File: config.mk
export PLATFORM = sky130hd
export DESIGN_NAME = sertx_top
export DESIGN_NICKNAME = d
export VERILOG_FILES = /design/src/rtl/sertx_pkg.sv /design/src/rtl/sertx_regs.sv /design/src/rtl/sertx_engine.sv /design/src/rtl/sertx_irq.sv /design/src/rtl/sertx_top.sv
export SDC_FILE = /design/constraint.sdc
export NUM_CORES = 1
export LEC_CHECK = 0
export ABC_AREA = 1
export CELL_PAD_IN_SITES_DETAIL_PLACEMENT = 0
export CELL_PAD_IN_SITES_GLOBAL_PLACEMENT = 1
export CORE_MARGIN = 8
export CORE_UTILIZATION = 44
export CTS_BUF_LIST = sky130_fd_sc_hd__clkbuf_16
export DETAILED_ROUTE_END_ITERATION = 7
export DONT_BUFFER_PORTS = 1
export GPL_TIMING_DRIVEN = 0
export PLACE_DENSITY_LB_ADDON = 0.1
export SLEW_MARGIN = 0
export SYNTH_ARGS = -nofsm -noshare
export SYNTH_HDL_FRONTEND = slang
export SYNTH_SLANG_ARGS = --single-unit
File: constraint.sdc
create_clock -name clk -period 1.5 [get_ports clk]
set_input_delay 0.15 -clock clk [delete_from_list [all_inputs] [get_ports clk]]
set_output_delay 0.15 -clock clk [all_outputs]
set_load 0.005 [all_outputs]
File: src/rtl/sertx_pkg.sv
// Package: shared types for the serial transmit engine.
// Assumes: control register is 8 bits; its bit order is decoded by the
// engine, the interrupt merger and software, so it is fixed here.
package sertx_pkg;

    typedef enum logic [2:0] {
        ST_IDLE  = 3'd0,
        ST_DELAY = 3'd1,
        ST_BUSY  = 3'd2,
        ST_PRE   = 3'd3,
        ST_BRK   = 3'd4
    } tx_state_t;

    // Control register, most significant field first.
    typedef struct packed {
        logic empty_ie;
        logic done_ie;
        logic rx_ie;
        logic idle_ie;
        logic tx_en;
        logic rx_en;
        logic rx_wake;
        logic brk;
    } ctrl_t;

endpackage

File: src/rtl/sertx_regs.sv
// Module: control and transmit data registers.
// Assumes: DATA_W <= 8; one write per clock; reg_sel 0 = control, 1 = data.
module sertx_regs
    import sertx_pkg::*;
#(
    parameter int DATA_W = 8
) (
    input  logic              clk,
    input  logic              rst_n,
    input  logic              we_i,
    input  logic              sel_i,
    input  logic [7:0]        wdata_i,
    output ctrl_t             ctrl_o,
    output logic [DATA_W-1:0] tdr_o,
    output logic              data_wr_o,
    output logic              te_rise_o
);

    ctrl_t             ctrl_q;
    logic [DATA_W-1:0] tdr_q;
    ctrl_t             wr_view;

    assign wr_view = ctrl_t'(wdata_i);

    // Register file update on writes.
    always_ff @(posedge clk) begin
        if (!rst_n) begin
            ctrl_q <= '0;
            tdr_q  <= '0;
        end else if (we_i) begin
            if (!sel_i) ctrl_q <= wr_view;
            else        tdr_q  <= wdata_i[DATA_W-1:0];
        end
    end

    // Strobes for the engine: new data and a 0-to-1 transmit enable write.
    assign data_wr_o = we_i && sel_i;
    assign te_rise_o = we_i && !sel_i && wr_view.tx_en && !ctrl_q.tx_en;
    assign ctrl_o    = ctrl_q;
    assign tdr_o     = tdr_q;

endmodule

File: src/rtl/sertx_engine.sv
// Module: tick-paced transmit state machine with shifter and flags.
// Assumes: tick_i is a one-clock pulse; every line change happens on a tick.
// Frame is start 0, DATA_W bits LSB first, stop 1; preamble is a frame of 1s.
module sertx_engine
    import sertx_pkg::*;
#(
    parameter int DATA_W = 8
) (
    input  logic              clk,
    input  logic              rst_n,
    input  logic              tick_i,
    input  logic              te_i,
    input  logic              sbk_i,
    input  logic              te_rise_i,
    input  logic              data_wr_i,
    input  logic [DATA_W-1:0] tdr_i,
    output logic              line_o,
    output logic              txe_o,
    output logic              tc_o
);

    localparam int FRAME_BITS = DATA_W + 2;
    localparam int CNT_W      = $clog2(FRAME_BITS);
    localparam logic [CNT_W-1:0] LAST_BIT = CNT_W'(FRAME_BITS - 1);

    tx_state_t             state_q, state_d;
    logic [FRAME_BITS-1:0] sh_q, sh_d;
    logic [CNT_W-1:0]      cnt_q, cnt_d;
    logic                  pre_q, pre_d;
    logic                  txe_q, txe_d;
    logic                  tc_q, tc_d;
    logic                  load_now, tc_set;

    // Next-state, shifter and preamble request logic.
    always_comb begin
        state_d  = state_q;
        sh_d     = sh_q;
        cnt_d    = cnt_q;
        pre_d    = pre_q;
        load_now = 1'b0;
        tc_set   = 1'b0;
        case (state_q)
            ST_IDLE: begin
                if (te_rise_i) begin
                    state_d = ST_DELAY;
                end else if (tick_i && te_i) begin
                    if (sbk_i)       state_d  = ST_BRK;
                    else if (!txe_q) load_now = 1'b1;
                end
            end
            ST_DELAY: begin
                if (!te_i || tick_i) state_d = ST_IDLE;
            end
            ST_BUSY, ST_PRE: begin
                if (te_rise_i) pre_d = 1'b1;
                if (tick_i) begin
                    if (cnt_q == LAST_BIT) begin
                        if (pre_q) begin
                            state_d = ST_PRE;
                            cnt_d   = '0;
                            sh_d    = '1;
                            pre_d   = 1'b0;
                        end else if (te_i && sbk_i) begin
                            state_d = ST_BRK;
                        end else if (te_i && !txe_q) begin
                            load_now = 1'b1;
                        end else begin
                            state_d = ST_IDLE;
                            tc_set  = txe_q;
                        end
                    end else begin
                        sh_d  = {1'b1, sh_q[FRAME_BITS-1:1]};
                        cnt_d = cnt_q + 1'b1;
                    end
                end
            end
            ST_BRK: begin
                if (!sbk_i || !te_i) state_d = ST_IDLE;
            end
            default: state_d = ST_IDLE;
        endcase
        if (load_now) begin
            state_d = ST_BUSY;
            sh_d    = {1'b1, tdr_i, 1'b0};
            cnt_d   = '0;
        end
    end

    // Flag next values: a data write wins over load and completion.
    always_comb begin
        txe_d = data_wr_i ? 1'b0 : (load_now ? 1'b1 : txe_q);
        tc_d  = data_wr_i ? 1'b0 : (tc_set   ? 1'b1 : tc_q);
    end

    // State and flag registers.
    always_ff @(posedge clk) begin
        if (!rst_n) begin
            state_q <= ST_IDLE;
            sh_q    <= '1;
            cnt_q   <= '0;
            pre_q   <= 1'b0;
            txe_q   <= 1'b1;
            tc_q    <= 1'b0;
        end else begin
            state_q <= state_d;
            sh_q    <= sh_d;
            cnt_q   <= cnt_d;
            pre_q   <= pre_d;
            txe_q   <= txe_d;
            tc_q    <= tc_d;
        end
    end

    // Line level before the pin release mux.
    assign line_o = (state_q == ST_BUSY) ? sh_q[0] : (state_q != ST_BRK);
    assign txe_o  = txe_q;
    assign tc_o   = tc_q;

    // the delay state never leads straight into a frame.
    a_r4_no_early_frame: assert property (@(posedge clk) disable iff (!rst_n)
        (state_q == ST_DELAY) |=> (state_q != ST_BUSY));

    // a load from idle empties the data register and starts a frame.
    a_r6_load_sets_empty: assert property (@(posedge clk) disable iff (!rst_n)
        (state_q == ST_IDLE && tick_i && te_i && !sbk_i && !txe_q && !data_wr_i)
        |=> (txe_q && state_q == ST_BUSY));

    // a data write clears both transmit flags.
    a_r6_write_clears: assert property (@(posedge clk) disable iff (!rst_n)
        data_wr_i |=> (!txe_q && !tc_q));

    // a pending preamble follows the last bit of a frame.
    a_r5_preamble_follows: assert property (@(posedge clk) disable iff (!rst_n)
        (state_q == ST_BUSY && pre_q && tick_i && cnt_q == LAST_BIT)
        |=> (state_q == ST_PRE));

    // clearing send break leaves the break state.
    a_r9_break_exit: assert property (@(posedge clk) disable iff (!rst_n)
        (state_q == ST_BRK && !sbk_i) |=> (state_q != ST_BRK));

endmodule

File: src/rtl/sertx_irq.sv
// Module: merges enabled flag terms into one registered interrupt request.
// Assumes: all flag inputs are level signals synchronous to clk.
module sertx_irq (
    input  logic clk,
    input  logic rst_n,
    input  logic empty_ie_i,
    input  logic done_ie_i,
    input  logic rx_ie_i,
    input  logic idle_ie_i,
    input  logic par_ie_i,
    input  logic txe_i,
    input  logic tc_i,
    input  logic ovr_i,
    input  logic full_i,
    input  logic idle_i,
    input  logic perr_i,
    output logic irq_o
);

    logic any_term;

    // OR of all enabled flag terms.
    assign any_term = (empty_ie_i && txe_i) || (done_ie_i && tc_i) ||
                      (rx_ie_i && (ovr_i || full_i)) ||
                      (idle_ie_i && idle_i) || (par_ie_i && perr_i);

    // One-clock register on the request.
    always_ff @(posedge clk) begin
        if (!rst_n) irq_o <= 1'b0;
        else        irq_o <= any_term;
    end

    // an enabled empty flag raises the request one clock later.
    a_r7_empty_irq: assert property (@(posedge clk) disable iff (!rst_n)
        (empty_ie_i && txe_i) |=> irq_o);

    // an enabled receive flag raises the request one clock later.
    a_r7_rx_irq: assert property (@(posedge clk) disable iff (!rst_n)
        (rx_ie_i && (ovr_i || full_i)) |=> irq_o);

    // with every enable low the request stays low.
    a_r8_quiet: assert property (@(posedge clk) disable iff (!rst_n)
        !(empty_ie_i || done_ie_i || rx_ie_i || idle_ie_i || par_ie_i) |=> !irq_o);

endmodule

File: src/rtl/sertx_top.sv
// Module: serial transmit engine top: registers, engine, interrupt merger
// and pin release mux.
// Assumes: DATA_W <= 8; bit_tick is produced by an external rate generator.
module sertx_top
    import sertx_pkg::*;
#(
    parameter int DATA_W = 8
) (
    input  logic       clk,
    input  logic       rst_n,
    input  logic       reg_we,
    input  logic       reg_sel,
    input  logic [7:0] reg_wdata,
    output logic [7:0] reg_rdata,
    input  logic       bit_tick,
    input  logic       rx_ovr,
    input  logic       rx_full,
    input  logic       rx_idle,
    input  logic       rx_perr,
    input  logic       par_irq_en,
    input  logic       gpio_out,
    output logic       txd,
    output logic       tdr_empty,
    output logic       tx_done,
    output logic       irq
);

    ctrl_t             ctrl;
    logic [DATA_W-1:0] tdr;
    logic              data_wr, te_rise, line, txe, tc;

    sertx_regs #(.DATA_W(DATA_W)) u_regs (
        .clk(clk), .rst_n(rst_n), .we_i(reg_we), .sel_i(reg_sel),
        .wdata_i(reg_wdata), .ctrl_o(ctrl), .tdr_o(tdr),
        .data_wr_o(data_wr), .te_rise_o(te_rise)
    );

    sertx_engine #(.DATA_W(DATA_W)) u_engine (
        .clk(clk), .rst_n(rst_n), .tick_i(bit_tick), .te_i(ctrl.tx_en),
        .sbk_i(ctrl.brk), .te_rise_i(te_rise), .data_wr_i(data_wr),
        .tdr_i(tdr), .line_o(line), .txe_o(txe), .tc_o(tc)
    );

    sertx_irq u_irq (
        .clk(clk), .rst_n(rst_n), .empty_ie_i(ctrl.empty_ie),
        .done_ie_i(ctrl.done_ie), .rx_ie_i(ctrl.rx_ie),
        .idle_ie_i(ctrl.idle_ie), .par_ie_i(par_irq_en), .txe_i(txe),
        .tc_i(tc), .ovr_i(rx_ovr), .full_i(rx_full), .idle_i(rx_idle),
        .perr_i(rx_perr), .irq_o(irq)
    );

    // Pin release: the serial function owns the pin only while enabled.
    assign txd       = (!ctrl.tx_en && !ctrl.rx_en) ? gpio_out : line;
    assign reg_rdata = ctrl;
    assign tdr_empty = txe;
    assign tx_done   = tc;

endmodule

==> metrics.md, run 1 <==
| Metric | Value |
|---|---|
| Post-DP HPWL | `3220 um` |
| Final slew viol count | `0` |
| Yosys warns | `0` |
| Non-Filler Instances | `a little under 300` |
| CTS tree | `built` |
| Actual slew at the worst max-slew pin | `about 0.55 ns` |
| Cells after Synth | `between 200 and 250` |
| Dpl cells | `287` |
| First-pass GRT wire length | `6990 um` |
| Power per cell area | `about 1200 mW/mm^2` |
| Final nets | `around 270` |
| Mean Syn Cell Area | `slightly above 7 um^2` |
| Crit-path max cell delay | `around 0.45 ns` |
| Row count | `22` |
| CP endpoint kind | `register` |
| Setup Skew | `around 0.0021 ns` |
| Placed Area | `roughly 0.0018 mm^2` |
| Grt total ovfl | `0` |
| Ports | `31` |
| Slew HR | `0.632` |
| Worst-path fanout max | `6` |
| Synth unique cells | `30` |
| Clk Latency, worst-skew pair | `around 0.28 ns` |
| Vert. Die Dim | `78.7 um` |
| Root Driver | `clkbuf_16` |
| Setup tns final | `0 ns` |
| GR Util All Layers | `0.141` |
| Via density | `between 5 and 6` |
| Syn Nets | `between 200 and 300` |
| N_diodes | `0` |
| Crit Path Class | `reg2reg` |
| Outcome | `complete, no violations` |
| Antenna viol nets, final | `0` |
| Worst Hold Class | `in2reg` |
| Worst Setup Start Kind | `register` |
| Clock sinks | `36` |
| Reg clk slew, reported paths | `0.06 ns` |
| TritonRoute pass-1 iters | `4` |
| Max IR drop VDD | `roughly 660 uV` |
| Vias | `around 1600` |
| H-tree levels | `2` |
| Final worst slack | `~0.1 ns` |
| P_leak | `between 0.8 and 0.9 nW` |
| Max Cap Viol | `0` |
| Aggregate routed wire length | `around 4300 um` |
| Final hold vios | `0` |
| Peak Freq | `between 700 and 800 MHz` |
| Initial Util | `0.465` |
| Dpl ws | `around 0.028 ns` |
| CP max-delay cell | `dfxtp_1` |
| CP Cell Sequence | `inv_2 > nand2_1 > nor2_2 > buf_6 > nand3_4 > nand2_4 > nor2_2 > inv_2 > o21ai_1 > inv_1` |
| Min Tclk post-route | `between 1 and 1.5 ns` |
| Final setup violation count | `0` |
| Wire per inst | `about 14 um` |
| Worst path arrival time | `1.57 ns` |
| DRT iter0 DRCs | `91` |
| Clock buffer depth | `2` |
| Post-Syn Area | `0.00173 mm^2` |
| Largest net degree at the start of global routing | `12` |
| Total core area | `0.00372 mm^2` |
| Initial antenna violation count | `0` |
| CTS buffer count | `5` |
| DRC viols | `0` |
| # port buffers | `0` |
| Die W | `just under 80 um` |
| Hold buffers post-CTS | `0` |
| Register bit total from synthesis | `36` |
| Area Growth Syn to Fin | `15.6%` |
| Fill count | `~380` |
| Share of layout cells above drive strength 1 | `0.181` |
| Seq/Total Area, Yosys | `0.417` |
| RSZ-0062 raised after global routing | `true` |
| Worst EP required | `around 1.7 ns` |
| Vias in the first global route | `around 1500` |
| Die Area | `0.00619 mm^2` |
| Period utilization | `0.931` |
| Final Cell Area | `roughly 0.002 mm^2` |
| RD Place Congestion | `about 0.82` |
==> power by group <==
group          internal (W)  total [W]  switching, W
clock              0.000774    0.00115      0.000379
sequential         0.000998    0.00103     0.0000338
combinational     0.0000743   0.000195      0.000121
==> synth_stat cells <==
cell type / number / area (um^2)
buf_2: 1 / 5.00
a21oi_1: 21 / 105
inv_2: 4 / 15.0
a221oi_1: 1 / 8.76
o311ai_0: 1 / 8.76
xor2_1: 1 / 8.76
o21ai_1: 2 / 10.0
nand3_1: 22 / 110
nand2_1: 35 / 131
nor2_8: 1 / 20.0
nor3_1: 4 / 20.0
nor3_2: 1 / 10.0
nand2_2: 3 / 18.8
nand2_4: 1 / 11.3
o21ai_0: 27 / 135
inv_1: 24 / 90.1
clkbuf_1: 3 / 11.3
nor2_2: 3 / 18.8
buf_4: 6 / 45.0
nor2_1: 30 / 113
nor4_1: 1 / 6.26
and2_1: 1 / 6.26
buf_6: 3 / 33.8
dfxtp_1: 36 / 721
o21ai_2: 1 / 8.76
or2_2: 1 / 6.26
nand4_1: 2 / 12.5
nor2_4: 1 / 11.3
a21oi_2: 1 / 8.76
nand3_4: 1 / 17.5
==> registers in the layout, summed over array words and instances, names as in the netlist <==
signal,cells
u_engine.state_q,3
u_engine.sh_q,9
u_engine.pre_q,1
u_irq.irq_o,1
u_engine.cnt_q,4
u_regs.ctrl_o,8
u_regs.tdr_o,8
u_engine.tc_o,1
u_engine.txe_o,1
==> per-layer routing <==
metal / global-route usage / part of all wire
met1: 0.152 / 0.42
met2: 0.244 / 0.53
met3: 0.0478 / 0.034
met4: 0.0630 / 0.021
met5: 0 / 0
==> cell usage in the layout (no fill, tap or decap), drive strengths merged <==
cell type / netlist / final
o21ai: 30 / 30
nand2: 39 / 39
clkbuf: 3 / 8
nor2: 35 / 35
buf: 10 / 12
nor4: 1 / 1
dfxtp: 36 / 36
xor2: 1 / 1
a221oi: 1 / 1
o311ai: 1 / 1
and2: 1 / 1
nand4: 2 / 2
inv: 28 / 29
nand3: 23 / 23
clkinv: 0 / 1
nor3: 5 / 5
bufinv: 0 / 1
or2: 1 / 1
a21oi: 22 / 22
==> path summary, 6_finish.rpt <==
kind,endpoint,slack [ns],depth (start not counted),startpoint
worst max-delay path,u_engine.txe_o,0.10,10,u_engine.cnt_q[1]
worst max register to register,u_engine.txe_o,0.10,10,u_engine.cnt_q[1]
worst min register to register,u_regs.tdr_o[7],0.45,2,u_regs.tdr_o[7]
worst min-delay path,u_regs.ctrl_o[7],0.01,2,reg_wdata[7]
==> layout make-up <==
type	count	area [um^2]	area share
buffer	13	98.8	0.0495
timing repair buffer	2	15.0	0.00751
clock inverter	3	38.8	0.0194
tap	48	60.1	0.0301
sequential	36	724	0.363
inverter	28	105	0.0526
multi-input combinational	162	831	0.416
clock buffer	5	125	0.0626
==> stage by stage <==
| stage | power (W) | hold WS (ns) | util |
|---|---|---|---|
| 5_1_grt | 0.00247 | 0.00595 | 0.538 |
| 4_1_cts | 0.00240 | 0.00515 | 0.525 |
| 3_3_place_gp | 0.00123 | 0.291 | 0.481 |
| 3_5_place_dp | 0.00124 | 0.294 | 0.481 |
| 2_1_floorplan | 0.00119 | 0.285 | - |
| 6_report | 0.00238 | 0.0126 | 0.538 |
==> what timing repair did <==
action                     in CTS  in global routing
resized for setup               0                 12
setup buffers                   0                  2
setup endpoints to repair       0                 12
==> cell families (layout without fill, tap and decap cells) <==
group                     count (synthesis)  count (layout)  synth area share
AOI/OAI and AO/OA                        54              54             0.165
DFF                                      36              36             0.417
and+or+nand+nor                         107             107             0.297
buffers and inverters                    41              51             0.116
xor gates and xnor gates                  1               1           0.00507
==> critical path: cells and delay by family, from the launching register on <==
family | cells | cell delay, ns
buf+inv | 4 | 0.30
compound gates | 1 | 0.12
simple gates | 5 | 0.43
flops | 1 | 0.45
Power figures use the tool's default switching activity.
==> inputs of run 2 (changes only) <==
- BUFFER_PORTS_ARGS: unset -> -buffer_cell sky130_fd_sc_hd__buf_2
- CAP_MARGIN: unset -> 30
- CORE_UTILIZATION: 44 -> 39
- DONT_BUFFER_PORTS: 1 -> unset
==> run 2 against run 1 <==
Via count is 1.1% higher. Core utilization is 4.3 points lower. Total power is 1.9% higher. Highest routed layer unchanged. Non-clock buffer count rose by 28. Routed wire length is 2.8% higher. Register-to-register slack got worse by 0.02 ns. Critical endpoint is now txd. Clock power about the same. Maximum frequency decreased by 2.2%. Largest cell class unchanged. Count of clock-buffer cells in the layout unchanged. Setup slack lost 0.032 ns. Sequential share of layout area down 2.4 points. Sequential power hardly changed.
==> metrics.md, run 2 (synthesis results as in run 1) <==
| Metric | Value |
|---|---|
| Outcome | `complete, no violations` |
| TritonRoute pass-1 iters | `4 (unchanged)` |
| Vias | `1625 (+1.1%)` |
| Worst Hold Class | `in2reg` |
| Share of layout cells above drive strength 1 | `0.256 (+0.0756)` |
| Most frequent cells in the layout | `nand2_1, dfxtp_1, buf_2` |
| Final slew viol count | `0 (unchanged)` |
| Die W | `82.6 um (+5.0%)` |
| Min Tclk post-route | `1.43 ns (+0.0318 ns)` |
| Area Growth Syn to Fin | `23.8%` |
| Slew HR | `0.592 (-0.0393)` |
| Reg with most FFs | `u_engine.sh_q` |
| Hold buffers post-CTS | `0 (unchanged)` |
| Largest net degree at the start of global routing | `12 (unchanged)` |
| CTS buffer count | `5 (unchanged)` |
| DRC viols | `0 (unchanged)` |
| CTS tree | `built` |
| Root Driver | `clkbuf_16` |
| Clock buffer depth | `2 (unchanged)` |
| Initial antenna violation count | `0 (unchanged)` |
| Final worst slack | `0.0711 ns (-0.0318 ns)` |
| RD Place Congestion | `0.772 (-5.4%)` |
| Final setup violation count | `0 (unchanged)` |
| Final nets | `295 (+10%)` |
| Worst path arrival time | `1.28 ns (-0.29 ns)` |
| # port buffers | `29 (+29)` |
| Initial Util | `0.400 (-0.0654)` |
| Dpl ws | `0.0727 ns (+0.0446 ns)` |
| H-tree levels | `2 (unchanged)` |
| Worst hold slack | `0.113 ns (+0.100 ns)` |
| Actual slew at the worst max-slew pin | `0.612 ns (+0.0589 ns)` |
| Clock sinks | `36 (unchanged)` |
| Max IR drop VDD | `725 uV (+10%)` |
| Reg clk slew, reported paths | `0.06 ns (about the same)` |
| Max Cap Viol | `0 (unchanged)` |
| Via density | `4.94 (-8.7%)` |
| Setup tns final | `0 ns (unchanged)` |
| Ports | `31 (unchanged)` |
| Worst-path fanout max | `8 (+2)` |
| Period utilization | `0.953 (+0.0212)` |
| Final Cell Area | `0.00214 mm^2 (+7.0%)` |
| P_leak | `0.998 nW (+13%)` |
| Worst EP required | `1.35 ns (-0.33 ns)` |
| Row count | `24 (+9.1%)` |
| Post-DP HPWL | `3270 um (+1.6%)` |
| Clk Latency, worst-skew pair | `0.28 ns (about the same)` |
| GR Util All Layers | `0.144 (+0.00311)` |
| CP endpoint kind | `output port` |
| Grt total ovfl | `0 (unchanged)` |
| Aggregate routed wire length | `4380 um (+2.8%)` |
| Setup Skew | `0.00505 ns (+0.00295 ns)` |
| RSZ-0062 raised after global routing | `true` |
| First-pass GRT wire length | `7530 um (+7.8%)` |
| Power per cell area | `1130 mW/mm^2 (-4.8%)` |
| Crit Path Class | `reg2out` |
| Worst Setup Start Kind | `register` |
| Vert. Die Dim | `82.6 um (+5.0%)` |
| Final hold vios | `0 (unchanged)` |
| Antenna viol nets, final | `0 (unchanged)` |
| DRT iter0 DRCs | `50 (-45%)` |
| Most common cell after layout, fill and taps aside | `nand2_1` |
| Wire per inst | `13.3 um (-7.2%)` |
| Vias in the first global route | `1583 (+6.5%)` |
| N_diodes | `0 (unchanged)` |
| Peak Freq | `700 MHz (-2.2%)` |
| Total core area | `0.00432 mm^2 (+16%)` |
| Largest register FFs | `9 (unchanged)` |
| Placed Area | `0.00194 mm^2 (+8.4%)` |
| Die Area | `0.00682 mm^2 (+10%)` |
[run 2: per-layer routing]
layer  up-vias  wire length [um]  global-route usage
met4         0                57              0.0517
li1        854                 -                   -
met1       736              2060               0.176
met2        28              2090               0.240
met3         7               166              0.0357
met5         -                 0                   0
[run 2: worst paths after layout]
path	from	endpoint	slack [ns]	depth (start not counted)
worst max-delay path	u_regs.ctrl_o[3]	txd	0.07	4
worst min register to register	u_regs.tdr_o[7]	u_regs.tdr_o[7]	0.45	2
worst min-delay path	reg_wdata[7]	u_regs.ctrl_o[7]	0.11	3
worst max register to register	u_engine.cnt_q[1]	u_engine.txe_o	0.08	10
[run 2: layout make-up]
type / count / area, um^2
tap: 52 / 65.1
clock inverter: 3 / 38.8
sequential: 36 / 723
clock buffer: 5 / 125
multi-input combinational: 162 / 833
inverter: 28 / 105
timing repair buffer: 30 / 153
buffer: 13 / 95.1
fill: 471 / 2190
[run 2: worst max-delay path: stages, from the launching register on]
cell,delay (ns)
dfxtp_2,0.36
or2_2,0.32
o311ai_2,0.08
o21ai_0,0.11
buf_2,0.14
[run 2: timing repair]
action,in CTS,in global routing
endpoints found under the setup margin,1,12
setup buffers,0,1
gates resized for setup,1,8
pin swaps,0,1
[run 2: metrics by stage]
| step | total power [W] | utilization | instances |
|---|---|---|---|
| finish | 0.00243 | 0.495 | 329 |
| global route | 0.00254 | 0.495 | 329 |
| CTS | 0.00246 | 0.486 | 328 |
| detailed placement | 0.00128 | 0.448 | 320 |
| global placement | 0.00128 | 0.448 | 320 |
| floorplan | 0.00119 | - | 239 |
[run 2: report_power, final]
| group | internal, W | switching (W) | leakage (nW) |
|---|---|---|---|
| logic | 0.000102 | 0.000133 | 0.618 |
| registers | 0.000998 | 0.0000315 | 0.295 |
| clock network | 0.000774 | 0.000387 | 0.0850 |
